## src/rtl/uart_pkg.sv

```systemverilog
package uart_pkg;
  localparam int DATA_W = 9;

  typedef enum logic [2:0] {
    PAR_NONE  = 3'd0,
    PAR_ODD   = 3'd1,
    PAR_EVEN  = 3'd2,
    PAR_MARK  = 3'd3,
    PAR_SPACE = 3'd4
  } par_e;

  typedef struct packed {
    par_e       par;
    logic [1:0] stop;
    logic [3:0] dbits;
  } frame_cfg_t;

  function automatic frame_cfg_t norm_cfg(input logic [2:0] p, input logic [1:0] s,
                                          input logic [3:0] d);
    frame_cfg_t c;
    c.par   = (p > 3'd4) ? PAR_NONE : par_e'(p);
    c.stop  = s;
    c.dbits = (d < 4'd5 || d > 4'd9) ? 4'd8 : d;
    return c;
  endfunction

  function automatic logic [DATA_W-1:0] dmask(input logic [3:0] d);
    return 9'h1FF >> (4'd9 - d);
  endfunction

  function automatic logic par_bit(input par_e p, input logic [DATA_W-1:0] v);
    case (p)
      PAR_ODD:  return ~^v;
      PAR_EVEN: return ^v;
      PAR_MARK: return 1'b1;
      default:  return 1'b0;
    endcase
  endfunction

  // stop period in ticks: 8 per half bit
  function automatic logic [5:0] stop_len(input logic [1:0] s);
    return {({1'b0, s} + 3'd1), 3'b000};
  endfunction
endpackage

```

## src/rtl/uart_tick_gen.sv

```systemverilog
module uart_tick_gen #(
  parameter int DIV_W   = 16,
  parameter int RST_DIV = 2
) (
  input  logic             clk_i,
  input  logic             rst_ni,
  input  logic             div_we_i,
  input  logic [DIV_W-1:0] div_i,
  output logic             tick_o
);
  localparam logic [DIV_W-1:0] RstDiv = (RST_DIV < 1) ? DIV_W'(1) : DIV_W'(RST_DIV);

  logic [DIV_W-1:0] div_q, cnt_q;

  always_ff @(posedge clk_i or negedge rst_ni) begin
    if (!rst_ni) begin
      div_q  <= RstDiv;
      cnt_q  <= '0;
      tick_o <= 1'b0;
    end else begin
      if (div_we_i) div_q <= (div_i == '0) ? DIV_W'(1) : div_i;
      if (cnt_q >= div_q - DIV_W'(1)) begin
        cnt_q  <= '0;
        tick_o <= 1'b1;
      end else begin
        cnt_q  <= cnt_q + DIV_W'(1);
        tick_o <= 1'b0;
      end
    end
  end

  p_tick_gap_r2: assert property (@(posedge clk_i) disable iff (!rst_ni)
    (tick_o && div_q > DIV_W'(1) && !div_we_i) |=> !tick_o);
endmodule

```

## src/rtl/uart_tx.sv

```systemverilog
module uart_tx
  import uart_pkg::*;
(
  input  logic              clk_i,
  input  logic              rst_ni,
  input  logic              tick_i,
  input  frame_cfg_t        cfg_i,
  input  logic              flow_en_i,
  input  logic              cts_i,
  input  logic [DATA_W-1:0] data_i,
  input  logic              valid_i,
  output logic              ready_o,
  output logic              txd_o
);
  typedef enum logic [2:0] {T_IDLE, T_START, T_DATA, T_PAR, T_STOP} tx_st_e;

  tx_st_e            st_q;
  logic [5:0]        tc_q;
  logic [3:0]        idx_q;
  logic [DATA_W-1:0] sh_q, din_m;
  logic              pb_q, go, last;

  assign ready_o = (st_q == T_IDLE) && !(flow_en_i && !cts_i);
  assign go      = valid_i && ready_o;
  assign din_m   = data_i & dmask(cfg_i.dbits);
  assign last    = (st_q == T_STOP) ? (tc_q == stop_len(cfg_i.stop) - 6'd1) : (tc_q == 6'd15);

  always_ff @(posedge clk_i or negedge rst_ni) begin
    if (!rst_ni) begin
      st_q  <= T_IDLE;
      tc_q  <= '0;
      idx_q <= '0;
      sh_q  <= '0;
      pb_q  <= 1'b0;
    end else if (go) begin
      st_q  <= T_START;
      tc_q  <= '0;
      idx_q <= '0;
      sh_q  <= din_m;
      pb_q  <= par_bit(cfg_i.par, din_m);
    end else if (tick_i && st_q != T_IDLE) begin
      if (!last) begin
        tc_q <= tc_q + 6'd1;
      end else begin
        tc_q <= '0;
        case (st_q)
          T_START: st_q <= T_DATA;
          T_DATA: begin
            sh_q  <= sh_q >> 1;
            idx_q <= idx_q + 4'd1;
            if (idx_q == cfg_i.dbits - 4'd1)
              st_q <= (cfg_i.par == PAR_NONE) ? T_STOP : T_PAR;
          end
          T_PAR:   st_q <= T_STOP;
          default: st_q <= T_IDLE;
        endcase
      end
    end
  end

  always_comb begin
    case (st_q)
      T_START: txd_o = 1'b0;
      T_DATA:  txd_o = sh_q[0];
      T_PAR:   txd_o = pb_q;
      default: txd_o = 1'b1;
    endcase
  end

  p_cts_block_r7: assert property (@(posedge clk_i) disable iff (!rst_ni)
    (st_q == T_IDLE && flow_en_i && !cts_i) |=> (st_q == T_IDLE && txd_o));
  p_start_low_r3: assert property (@(posedge clk_i) disable iff (!rst_ni)
    (valid_i && ready_o) |=> (!txd_o && !ready_o));
endmodule

```

## src/rtl/uart_rx.sv

```systemverilog
module uart_rx
  import uart_pkg::*;
(
  input  logic              clk_i,
  input  logic              rst_ni,
  input  logic              tick_i,
  input  frame_cfg_t        cfg_i,
  input  logic              rxd_i,
  input  logic              rd_i,
  output logic [DATA_W-1:0] data_o,
  output logic              valid_o,
  output logic              perr_o,
  output logic              ferr_o,
  output logic              fall_o
);
  typedef enum logic [2:0] {R_IDLE, R_START, R_DATA, R_PAR, R_STOP} rx_st_e;

  rx_st_e            st_q;
  logic              s1_q, s2_q, s3_q, prx_q;
  logic [3:0]        tc_q, idx_q, stop_pt;
  logic [DATA_W-1:0] sh_q, aligned;
  logic              mid, done;

  assign fall_o  = s3_q & ~s2_q;
  // half-bit stop is sampled at its own middle
  assign stop_pt = (cfg_i.stop == 2'd0) ? 4'd11 : 4'd15;
  assign mid     = (st_q == R_START && tc_q == 4'd7) || (st_q == R_STOP && tc_q == stop_pt)
                || ((st_q == R_DATA || st_q == R_PAR) && tc_q == 4'd15);
  assign done    = tick_i && st_q == R_STOP && tc_q == stop_pt;
  assign aligned = sh_q >> (4'd9 - cfg_i.dbits);

  always_ff @(posedge clk_i or negedge rst_ni) begin
    if (!rst_ni) begin
      s1_q <= 1'b1;
      s2_q <= 1'b1;
      s3_q <= 1'b1;
    end else begin
      s1_q <= rxd_i;
      s2_q <= s1_q;
      s3_q <= s2_q;
    end
  end

  always_ff @(posedge clk_i or negedge rst_ni) begin
    if (!rst_ni) begin
      st_q  <= R_IDLE;
      tc_q  <= '0;
      idx_q <= '0;
      sh_q  <= '0;
      prx_q <= 1'b0;
    end else if (st_q == R_IDLE) begin
      if (!s2_q) begin
        st_q <= R_START;
        tc_q <= '0;
      end
    end else if (tick_i) begin
      if (!mid) begin
        tc_q <= tc_q + 4'd1;
      end else begin
        tc_q <= '0;
        case (st_q)
          R_START: begin
            st_q  <= s2_q ? R_IDLE : R_DATA;
            idx_q <= '0;
          end
          R_DATA: begin
            sh_q  <= {s2_q, sh_q[DATA_W-1:1]};
            idx_q <= idx_q + 4'd1;
            if (idx_q == cfg_i.dbits - 4'd1)
              st_q <= (cfg_i.par == PAR_NONE) ? R_STOP : R_PAR;
          end
          R_PAR: begin
            prx_q <= s2_q;
            st_q  <= R_STOP;
          end
          default: st_q <= R_IDLE;
        endcase
      end
    end
  end

  always_ff @(posedge clk_i or negedge rst_ni) begin
    if (!rst_ni) begin
      data_o  <= '0;
      valid_o <= 1'b0;
      perr_o  <= 1'b0;
      ferr_o  <= 1'b0;
    end else if (done && (!valid_o || rd_i)) begin
      data_o  <= aligned;
      perr_o  <= (cfg_i.par != PAR_NONE) && (prx_q != par_bit(cfg_i.par, aligned));
      ferr_o  <= !s2_q;
      valid_o <= 1'b1;
    end else if (rd_i) begin
      valid_o <= 1'b0;
    end
  end

  p_hold_stable_r9: assert property (@(posedge clk_i) disable iff (!rst_ni)
    (valid_o && !rd_i) |=> (valid_o && $stable(data_o)));
  p_glitch_drop_r9: assert property (@(posedge clk_i) disable iff (!rst_ni)
    (st_q == R_START && tick_i && tc_q == 4'd7 && s2_q) |=> (st_q == R_IDLE));
endmodule

```

## src/rtl/uart_cfg_frame.sv

```systemverilog
module uart_cfg_frame
  import uart_pkg::*;
#(
  parameter int CLK_HZ = 125_000_000,
  parameter int BAUD   = 3_906_250,
  parameter int DIV_W  = 16
) (
  input  logic              clk_i,
  input  logic              rst_ni,
  input  logic              div_we_i,
  input  logic [DIV_W-1:0]  div_i,
  input  logic              cfg_we_i,
  input  logic [2:0]        parity_i,
  input  logic [1:0]        stop_i,
  input  logic [3:0]        dbits_i,
  input  logic              flow_en_i,
  input  logic              cts_i,
  output logic              rts_o,
  input  logic [DATA_W-1:0] tx_data_i,
  input  logic              tx_valid_i,
  output logic              tx_ready_o,
  output logic              txd_o,
  input  logic              rxd_i,
  output logic [DATA_W-1:0] rx_data_o,
  output logic              rx_valid_o,
  input  logic              rx_ready_i,
  output logic              rx_par_err_o,
  output logic              rx_frm_err_o,
  input  logic              wake_en_i,
  output logic              wake_o
);
  localparam int RstDiv = CLK_HZ / (16 * BAUD);

  frame_cfg_t cfg_q;
  logic       tick, rx_fall, fired_q;

  always_ff @(posedge clk_i or negedge rst_ni) begin
    if (!rst_ni) cfg_q <= '{par: PAR_NONE, stop: 2'd1, dbits: 4'd8};
    else if (cfg_we_i) cfg_q <= norm_cfg(parity_i, stop_i, dbits_i);
  end

  uart_tick_gen #(.DIV_W(DIV_W), .RST_DIV(RstDiv)) u_tick (
    .clk_i, .rst_ni, .div_we_i, .div_i, .tick_o(tick)
  );

  uart_tx u_tx (
    .clk_i, .rst_ni, .tick_i(tick), .cfg_i(cfg_q), .flow_en_i, .cts_i,
    .data_i(tx_data_i), .valid_i(tx_valid_i), .ready_o(tx_ready_o), .txd_o
  );

  uart_rx u_rx (
    .clk_i, .rst_ni, .tick_i(tick), .cfg_i(cfg_q), .rxd_i, .rd_i(rx_ready_i),
    .data_o(rx_data_o), .valid_o(rx_valid_o), .perr_o(rx_par_err_o),
    .ferr_o(rx_frm_err_o), .fall_o(rx_fall)
  );

  assign rts_o = !(flow_en_i && rx_valid_o);

  always_ff @(posedge clk_i or negedge rst_ni) begin
    if (!rst_ni) begin
      fired_q <= 1'b0;
      wake_o  <= 1'b0;
    end else begin
      wake_o <= wake_en_i && rx_fall && !fired_q;
      if (!wake_en_i)   fired_q <= 1'b0;
      else if (rx_fall) fired_q <= 1'b1;
    end
  end

  p_wake_single_r11: assert property (@(posedge clk_i) disable iff (!rst_ni)
    wake_o |=> !wake_o);
  p_wake_needs_en_r11: assert property (@(posedge clk_i) disable iff (!rst_ni)
    !wake_en_i |=> !wake_o);
endmodule

```

## config.mk

```make
export PLATFORM = sky130hd
export DESIGN_NAME = uart_cfg_frame
export DESIGN_NICKNAME = d
export VERILOG_FILES = /design/src/rtl/uart_pkg.sv /design/src/rtl/uart_tick_gen.sv /design/src/rtl/uart_tx.sv /design/src/rtl/uart_rx.sv /design/src/rtl/uart_cfg_frame.sv
export SDC_FILE = /design/constraint.sdc
export NUM_CORES = 1
export LEC_CHECK = 0
export BUFFER_PORTS_ARGS = -buffer_cell sky130_fd_sc_hd__buf_4
export CORE_MARGIN = 3
export CORE_UTILIZATION = 25
export CTS_BUF_LIST = sky130_fd_sc_hd__clkbuf_4 sky130_fd_sc_hd__clkbuf_8
export DETAILED_ROUTE_END_ITERATION = 12
export PLACE_DENSITY = 0.39
export SLEW_MARGIN = 15
export SYNTH_ARGS = -nofsm -noshare
export SYNTH_HDL_FRONTEND = slang
export SYNTH_SLANG_ARGS = --single-unit
export TNS_END_PERCENT = 1
```

## constraint.sdc

```tcl
create_clock -name clk_i -period 4 [get_ports clk_i]
set_clock_uncertainty 0.15 [all_clocks]
set_input_delay 0.6 -clock clk_i [delete_from_list [all_inputs] [get_ports clk_i]]
set_output_delay 0.6 -clock clk_i [all_outputs]
set_load 0.05 [all_outputs]
```

After elaboration in Yosys (flattened, before gate mapping)
Cells that the tools add are included.
{"block": "totals", "reg_bits": 103, "latchBits": 0, "mem_bits_rw": 0, "mem_bits_ro": 0, "in_bits": 44, "output_inout_bits": 16, "word_cells": 162, "n_memories": 0}
{"block": "op_classes", "n_addsub": 10, "mul": 0, "div": 0, "n_lt_le_gt_ge": 4, "eq_ne": 23, "shifts": 2, "mux": 44, "bitwise": 4, "n_reduce_logical": 50}
{"cell": "two-way mux 3 bit", "count": 12}
{"cell": "two-way mux 4 bit", "count": 9}
{"cell": "two-way mux 9 bit", "count": 4}
{"cell": "two-way mux 16 bit", "count": 2}
{"cell": "equality test 3 x 2 -> 1 bit (second input constant)", "count": 6}
{"cell": "two-way mux 6 bit", "count": 3}
{"cell": "one-hot mux 3 bit (3 select lines)", "count": 2}
{"cell": "XNOR reduction 9 bit", "count": 2}
{"cell": "parity 9 bit", "count": 2}
{"cell": "adder 16 x 1 -> 16 bit (second input constant)", "count": 1}
{"cell": ">= comparator 16 bit", "count": 1}
{"cell": "zero test 16 bit", "count": 1}
{"cell": "AND reduction 4 bit", "count": 4}
{"cell": "subtractor 16 x 1 -> 16 bit (second input constant)", "count": 1}
{"cell": "logical AND 1 bit", "count": 14}
{"cell": "nonzero test 2 bit", "count": 7}
{"cell": "adder 4 x 1 -> 4 bit (second input constant)", "count": 3}
{"cell": "equality test 4 bit", "count": 3}
{"cell": "AND 9 bit", "count": 1}
{"cell": "equality test 3 x 1 -> 1 bit (second input constant)", "count": 3}
{"cell": "zero test 3 bit", "count": 3}
{"cell": "one-hot mux 1 bit (3 select lines)", "count": 3}
{"cell": "right shift 9 x 4 -> 9 bit", "count": 1}
{"cell": "right shift 9 x 4 -> 9 bit (first input constant)", "count": 1}
{"cell": "29 further kinds", "count": 48}

Depth between registers and ports, before layout
Gate-level depths: netlist of run 1.
{"block": "depth", "word_depth": 9, "ltp_mapped": 13, "depth_no_buf": 11}

Modules after synthesis
Synthesis of run 1 repeated with hierarchy kept, for this count alone.
{"block": "unflattened", "cells_unflattened": 670, "area_unflattened_um2": 6552.5}
{"module": "uart_rx", "n_inst": 1, "cells_each": 251, "area_each_um2": 2306.0, "seq_area_each_um2": 904.6}
{"module": "uart_tick_gen", "n_inst": 1, "cells_each": 194, "area_each_um2": 2104.5, "seq_area_each_um2": 827.0}
{"module": "uart_tx", "n_inst": 1, "cells_each": 186, "area_each_um2": 1681.6, "seq_area_each_um2": 575.6}
{"module": "uart_cfg_frame", "n_inst": 1, "cells_each": 39, "area_each_um2": 460.4, "seq_area_each_um2": 277.8}

Worst setup path after synthesis of run 1
No wires, ideal clock.
{"block": "synth_timing", "kind": "reg2reg", "start": "register u_tx.st_q[0]", "end": "register u_tx.sh_q[6]", "setup_time_ns": 0.125, "t_arrival_ns": 3.056, "t_required_ns": 3.725, "path_slack_ns": 0.669, "stages_incl_launch_ff": 11, "n_path_buf": 3, "period_less_slack_ns": 3.331, "path_cell_list": "dfrtp_1 -> clkbuf_1 -> or3_1 -> a21oi_1 -> and2_1 -> buf_2 -> nor2_1 -> a21o_1 -> a21oi_1 -> buf_2 -> mux2_2"}
{"block": "synth_between", "elab_chain_cells": 5, "elab_cells_between_ends": 13, "cone_classes": "eq/ne: 2; mux: 2; reduce/logical: 9"}
{"item": "from (decl)", "line": "uart_tx.sv:17", "source": "tx_st_e st_q;"}
{"item": "from (signal assigned)", "line": "uart_tx.sv:52", "source": "st_q <= (cfg_i.par == PAR_NONE) ? T_STOP : T_PAR;"}
{"item": "zero test 3 bit (*)", "line": "uart_tx.sv:23", "source": "assign ready_o = (st_q == T_IDLE) && !(flow_en_i && !cts_i);"}
{"item": "logical AND 1 bit (*)", "line": "uart_tx.sv:23"}
{"item": "named net tx_ready_o", "line": "uart_cfg_frame.sv:21", "source": "output logic tx_ready_o,"}
{"item": "logical AND 1 bit (*)", "line": "uart_tx.sv:24", "source": "assign go = valid_i && ready_o;"}
{"item": "nonzero test 2 bit (no line)"}
{"item": "AND reduction 3 bit (no line)"}
{"item": "to (signal assigned)", "line": "uart_tx.sv:39", "source": "sh_q <= din_m;"}
{"item": "to (signal assigned)", "line": "uart_tx.sv:49", "source": "sh_q <= sh_q >> 1;"}
{"item": "to (decl)", "line": "uart_tx.sv:20", "source": "logic [DATA_W-1:0] sh_q, din_m;"}
The timed path passes the listed nets; every way through them passes the cells marked *.
A chain may end at the register's enable or synchronous reset.

Worst setup path in the final report of run 1
{"block": "layout_timing", "start": "register cfg_q[2] (netlist bit)", "end": "register u_rx.perr_o"}
{"block": "layout_between", "elab_chain_cells": 7, "elab_cells_between_ends": 8, "cone_classes": "add/sub: 1; eq/ne: 1; shift: 1; mux: 2; reduce/logical: 3"}
{"item": "from (decl)", "line": "uart_cfg_frame.sv:34", "source": "frame_cfg_t cfg_q;"}
{"item": "from (signal assigned)", "line": "uart_cfg_frame.sv:38", "source": "if (!rst_ni) cfg_q <= '{par: PAR_NONE, stop: 2'd1, dbits: 4'd8};"}
{"item": "from (signal assigned)", "line": "uart_cfg_frame.sv:39", "source": "else if (cfg_we_i) cfg_q <= norm_cfg(parity_i, stop_i, dbits_i);"}
{"item": "subtractor 4 bit (*)", "line": "uart_rx.sv:30", "source": "assign aligned = sh_q >> (4'd9 - cfg_i.dbits);"}
{"item": "right shift 9 x 4 -> 9 bit (*)", "line": "uart_rx.sv:30"}
{"item": "parity 9 bit or XNOR reduction 9 bit (tied branches)", "line": "uart_pkg.sv:34, uart_pkg.sv:33"}
{"item": "one-hot mux 1 bit (3 select lines) (*)", "line": "uart_pkg.sv:32", "source": "case (p)"}
{"item": "two-way mux 1 bit (*)", "line": "uart_rx.sv:88", "source": "end else if (done && (!valid_o || rd_i)) begin"}
{"item": "!= test 1 bit (*)", "line": "uart_rx.sv:90", "source": "perr_o <= (cfg_i.par != PAR_NONE) && (prx_q != par_bit(cfg_i.par, aligned));"}
{"item": "logical AND 1 bit (*)", "line": "uart_rx.sv:90"}
{"item": "to (signal assigned)", "line": "uart_rx.sv:90"}
{"item": "to (decl)", "line": "uart_rx.sv:12", "source": "output logic perr_o,"}
Mark *: on every way between the ends. The rest lies on a longest branch, timed or not. The select of a mux whose other input is x is not followed.

==> results.tsv, run 1 <==
metric	value	unit
status	completed	
combPwrFrac	0.261	
worstPathRequired	4.11	ns
powerDensity	385	nW/µm²
final_nets	780	
drtAntennaViolNets	0	
ir_worst_vdd	295	µV
ys_types	58	
syn_inst	653	
p_sw	918	µW
drive_above_1_share	0.186	
slew_viol_final	0	
place_inst	1013	
clockBufferDepth	2	
grt_pass1_wl	25300	µm
min_period	3.58	ns
drc	0	
cts_resized	0	
synth.most_common_cell	dfrtp_1	
timing.rr.end	u_rx.perr_o	
rsz0062_at_grt	no	
worstReg2RegStart	cfg_q[2]	
syn_area	6190	µm²
maxCapViolCount	0	
max_stage_delay	0.59	ns
grtUsageTotal	0.117	
diodes	0	
crit_type	reg2reg	
synth_seq_area_share	0.418	
crit_chain	inv_1 > ha_1 > ha_1 > inv_1 > a311o_2 > xnor3_1 > or3_1 > a21oi_2 > xnor2_1 > mux2i_1 > a221oi_2	
ys_ff_latch	103	
tightestPinTransition	0.605	ns
power	2.78	mW
power.leakage	3.25	nW
routed_wl	14800	µm
ctsHoldBuffers	0	
fmax	0.279	GHz
synth_ff_type	dfrtp_1	
grt_pass1_vias	4947	
place_ws	0.444	ns
hp-class	in2async	
clk_pin_slew_worst_paths	0.11	ns
hpwl	11100	µm
io_pins	60	
place_area	7000	µm²
synth.avg_cell_area	9.48	µm²
rows	56	
synthTopCellsByCount	dfrtp_1 (97), nand2_1 (79), nor2_1 (51)	
cp-end-kind	register	
cts_max_level	3	
finalSetupViolCount	0	
place_congestion	0.819	
clkPwrFrac	0.266	
cp-start-kind	register	
arrival	3.69	ns
die_w	163	µm
setup_tns	0	ns
cts_tree	built	
area_growth	16.5	%
r2r_slack	0.42	ns
setup_slack	0.421	ns
slew_headroom	0.593	
antenna_found_initial	0	
numCtsBuffers	9	
internal_power	1.86	mW
grt_max_degree	104	
synth_area_leaders	dfrtp_1 (39%), ha_1 (6.3%), mux2_2 (5.1%), nand2_1 (4.8%), xnor2_1 (4.7%)	
slowest_stage	ha_1	
finalCritPeriodShare	0.895	
die_h	163	µm
wl_per_cell	14.4	µm
drt_iter0_markers	300	
syn_nets	728	
fin_cells	1029	
first_pass_iters	4	
io_buffers	59	
p_sw_frac	0.331	
initial_core_util	0.259	
viasPerCell	4.67	
clkLatencyLatePin	0.39	ns
synth_top_area_share	0.392	
final_design_area_no_fill	7210	µm²
grt.overflow.total	0	
synth_edf_count	0	
cts_root_buffer	clkbuf_8	
yosys_warnings	0	
vias	4808	
seqPwrFrac	0.473	
synth_top_cell_by_area	dfrtp_1	
startpoint	cfg_q[2]	
hold_viol	0	
core_area	23900	µm²
reg2regPathDepth	11	
cts_setup_buffers	0	
cts_sinks	103	
cp_max_fo	13	
async_flop_share	1.00	
die_area	26700	µm²
-- registers in the layout, indices dropped and copies added (netlist names), 3 cells and up --
signal and count:
u_tick.cnt_q 16, u_tick.div_q 16, cfg_q 9, u_rx.data_o 9, u_rx.sh_q 9, u_tx.sh_q 9, u_tx.tc_q 6, u_rx.idx_q 4
u_rx.tc_q 4, u_tx.idx_q 4, u_rx.st_q 3, u_tx.st_q 3
-- per-stage QoR --
| stage | hold WS [ns] | util |
|---|---|---|
| final | 0.114 | 0.302 |
| after global routing | 0.145 | 0.302 |
| after CTS | 0.138 | 0.302 |
| after detailed placement | 0.208 | 0.293 |
| after global placement | 0.202 | 0.293 |
| after floorplan | 0.154 | - |
-- cell usage in the layout, fill, tap and decap left out, types with 13 or more instances in the layout --
cell / n
buf_4: 69
inv_1: 23
mux2i_1: 13
nand2_1: 79
o21ai_0: 38
dfrtp_1: 97
xnor2_1: 33
nand3_1: 25
a21oi_1: 40
nor3_1: 15
mux2_2: 28
ha_1: 31
a21o_1: 13
nor2_1: 51
xor2_1: 26
-- how the worst max path moves through the flow --
stage,end,slack (ns),cells past startpoint
6_report,u_rx.perr_o,0.42,11
5_1_grt,u_rx.perr_o,0.27,11
4_1_cts,u_rx.perr_o,0.41,11
3_5_place_dp,u_rx.perr_o,0.44,11
3_3_place_gp,u_rx.perr_o,0.59,11
2_1_floorplan,u_tx.sh_q[6],0.67,10
-- final cells by class --
class,count,area (µm²)
fill,2496,16700
clock inverter,6,85.1
tap,319,399
inverter,23,86.3
sequential,103,2580
timing repair buffer,70,538
clock buffer,10,131
multi-input combinational,498,3390
-- logic make-up (layout without fill, tap and decap cells) --
logic type      after synthesis  count (layout)  synth area share
compound gates              126             126             0.126
xor+xnor                     60              60            0.0871
fa+ha+maj                    31              31            0.0627
buf+inv                      52             109            0.0354
flops                       103             103             0.418
mux                          46              46            0.0901
simple gates                235             235             0.181
-- layer usage --
| layer | up-vias | share of wire | GRT usage |
|---|---|---|---|
| met5 | - | 0 | 0 |
| met2 | 69 | 0.48 | 0.200 |
| met1 | 2327 | 0.48 | 0.154 |
| met3 | 10 | 0.035 | 0.0231 |
| li1 | 2402 | - | - |
| met4 | 0 | 0.010 | 0.0265 |
-- power groups by stage --
stage                     registers [mW]  clock network [mW]  logic [mW]
final                               1.31               0.739       0.724
after global routing                1.34               0.822       0.827
after CTS                           1.32               0.781       0.739
after detailed placement            1.34                   0       0.735
after global placement              1.33                   0       0.715
after floorplan                     1.28                   0       0.549
-- worst max-delay path: cells and delay by family, from the launching register on --
kind | cells | cell delay [ns]
fa+ha+maj | 2 | 0.79
compound gates | 3 | 0.70
xor+xnor | 2 | 0.54
flops | 1 | 0.38
simple gates | 1 | 0.33
buf+inv | 2 | 0.31
mux | 1 | 0.25
Power figures use the tool's default switching activity.
==> run 2, diff against run 1 <==
- clock period: 4 -> 4.51 ns (I/O delays scaled with it)
==> results.tsv, run 2 (same netlist as run 1, synthesis figures left out) <==
metric	value	unit	change
final_nets	777		-0.38%
grtUsageTotal	0.115		-0.00247
drive_above_1_share	0.182		-0.00345
io_pins	60		unchanged
multi_input_area	3390	µm²	unchanged
power.leakage	3.22	nW	-0.87%
cts_max_level	3		unchanged
drc	0		unchanged
timing.rr.end	u_rx.perr_o		
cp_max_fo	14		+1
clk_pin_slew_worst_paths	0.10	ns	about the same
cp-end-kind	register		
grt.overflow.total	0		unchanged
die_h	163	µm	unchanged
r2r_slack	0.63	ns	+0.21 ns
first_pass_iters	4		unchanged
min_period	3.88	ns	+0.298 ns
die_w	163	µm	unchanged
tightestPinTransition	0.903	ns	+0.298 ns
whs	0.136	ns	+0.0219 ns
reg.largest.list	u_tick.cnt_q x16, u_tick.div_q x16		
finalSetupViolCount	0		unchanged
status	completed		
grt_pass1_vias	4856		-1.8%
die_area	26700	µm²	unchanged
crit_chain	buf_4 > inv_1 > ha_1 > ha_1 > inv_1 > a311o_2 > xnor3_1 > or3_1 > a21oi_2 > xnor2_1 > mux2i_1 > a221oi_2		
cp-start-kind	register		
critPathTopFamily	adder cells		
fmax	0.258	GHz	-7.7%
slew_viol_final	0		unchanged
cts_sinks	103		unchanged
finalCritPeriodShare	0.860		-0.0350
reg2regPathDepth	12		+1
place_congestion	0.807		-1.6%
initial_core_util	0.259		unchanged
cts_resized	0		unchanged
core_area	23900	µm²	unchanged
antenna_found_initial	0		unchanged
fillers	2499		+0.12%
vias	4756		-1.1%
cts_tree	built		
drt_iter0_markers	265		-12%
slew_headroom	0.396		-0.197
io_buffers	59		unchanged
grt_max_degree	45		-57%
rsz0062_at_grt	no		
routed_wl	14700	µm	-0.92%
diodes	0		unchanged
rows	56		unchanged
final_cell_mix	dfrtp_1 (97), nand2_1 (79), buf_4 (67), nor2_1 (51), a21oi_1 (40)		
final_design_area_no_fill	7140	µm²	-0.94%
drtAntennaViolNets	0		unchanged
arrival	3.96	ns	+0.27 ns
place_area	6960	µm²	-0.50%
worstReg2RegStart	cfg_q[1]		
clockBufferDepth	2		unchanged
hp-class	in2async		
cts_root_buffer	clkbuf_8		
ir_worst_vdd	191	µV	-35%
area_growth	15.4	%	
layout.cells.most_common	dfrtp_1		
fin_util	0.299		-0.00283
powerDensity	331	nW/µm²	-14%
clkLatencyLatePin	0.38	ns	about the same
power	2.36	mW	-15%
crit_type	reg2reg		
ctsHoldBuffers	0		unchanged
viasPerCell	4.64		-0.79%
grt_pass1_wl	24500	µm	-3.1%
cp_num_buf_inv	3		+1
hold_viol	0		unchanged
numCtsBuffers	9		unchanged
worstPathRequired	4.59	ns	+0.48 ns
max_stage_delay	0.56	ns	-0.03 ns
ff_latch_area	2580	µm²	unchanged
wl_per_cell	14.3	µm	-0.63%
slowest_stage	ha_1		
setup_tns	0	ns	unchanged
cts_setup_buffers	0		unchanged
maxCapViolCount	0		unchanged
hpwl	11100	µm	+0.79%
run 2: changes by cell type in the layout (fill, tap and decap cells not counted):
cell	previous run	this run
bufinv_16	2	0
clkbuf_4	1	2
buf_4	69	67
buf_12	1	0
clkinvlp_4	2	1
clkbuf_8	9	11
run 2: metal layers:
metal | wire length [µm] | track usage | share of wire
met5 | 0 | 0 | 0
met4 | 154 | 0.0288 | 0.010
met3 | 570 | 0.0246 | 0.039
met2 | 6970 | 0.195 | 0.47
met1 | 7010 | 0.149 | 0.48
run 2: per-stage QoR:
| step | cells | setup WS [ns] |
|---|---|---|
| final | 1026 | 0.632 |
| after global routing | 1026 | 0.339 |
| after detailed placement | 1010 | 0.602 |
| after CTS | 1026 | 0.591 |
| after global placement | 1010 | 0.746 |
| after floorplan | 653 | 1.18 |
run 2: final cells by class:
class | instances | area share
well taps | 319 | 0.0559
multi-input cells | 498 | 0.474
clock buffers | 13 | 0.0233
repair buffers | 67 | 0.0704
flip-flops and latches | 103 | 0.362
inverters | 23 | 0.0121
clock inverters | 3 | 0.00245
run 2: where the power goes:
group / switching [mW] / total (mW) / internal, mW
clock: 0.330 / 0.573 / 0.243
sequential: 0.124 / 1.16 / 1.04
combinational: 0.342 / 0.631 / 0.290
run 2: how the worst max path moves through the flow:
stage	start	endpoint	slack, ns	cells past startpoint
floorplan	u_tx.st_q[0]	u_tx.sh_q[6]	1.18	10
global placement	cfg_q[1]	u_rx.perr_o	0.75	12
detailed placement	cfg_q[1]	u_rx.perr_o	0.60	12
CTS	cfg_q[1]	u_rx.perr_o	0.59	12
global route	cfg_q[1]	u_rx.perr_o	0.34	12
finish	cfg_q[1]	u_rx.perr_o	0.63	12
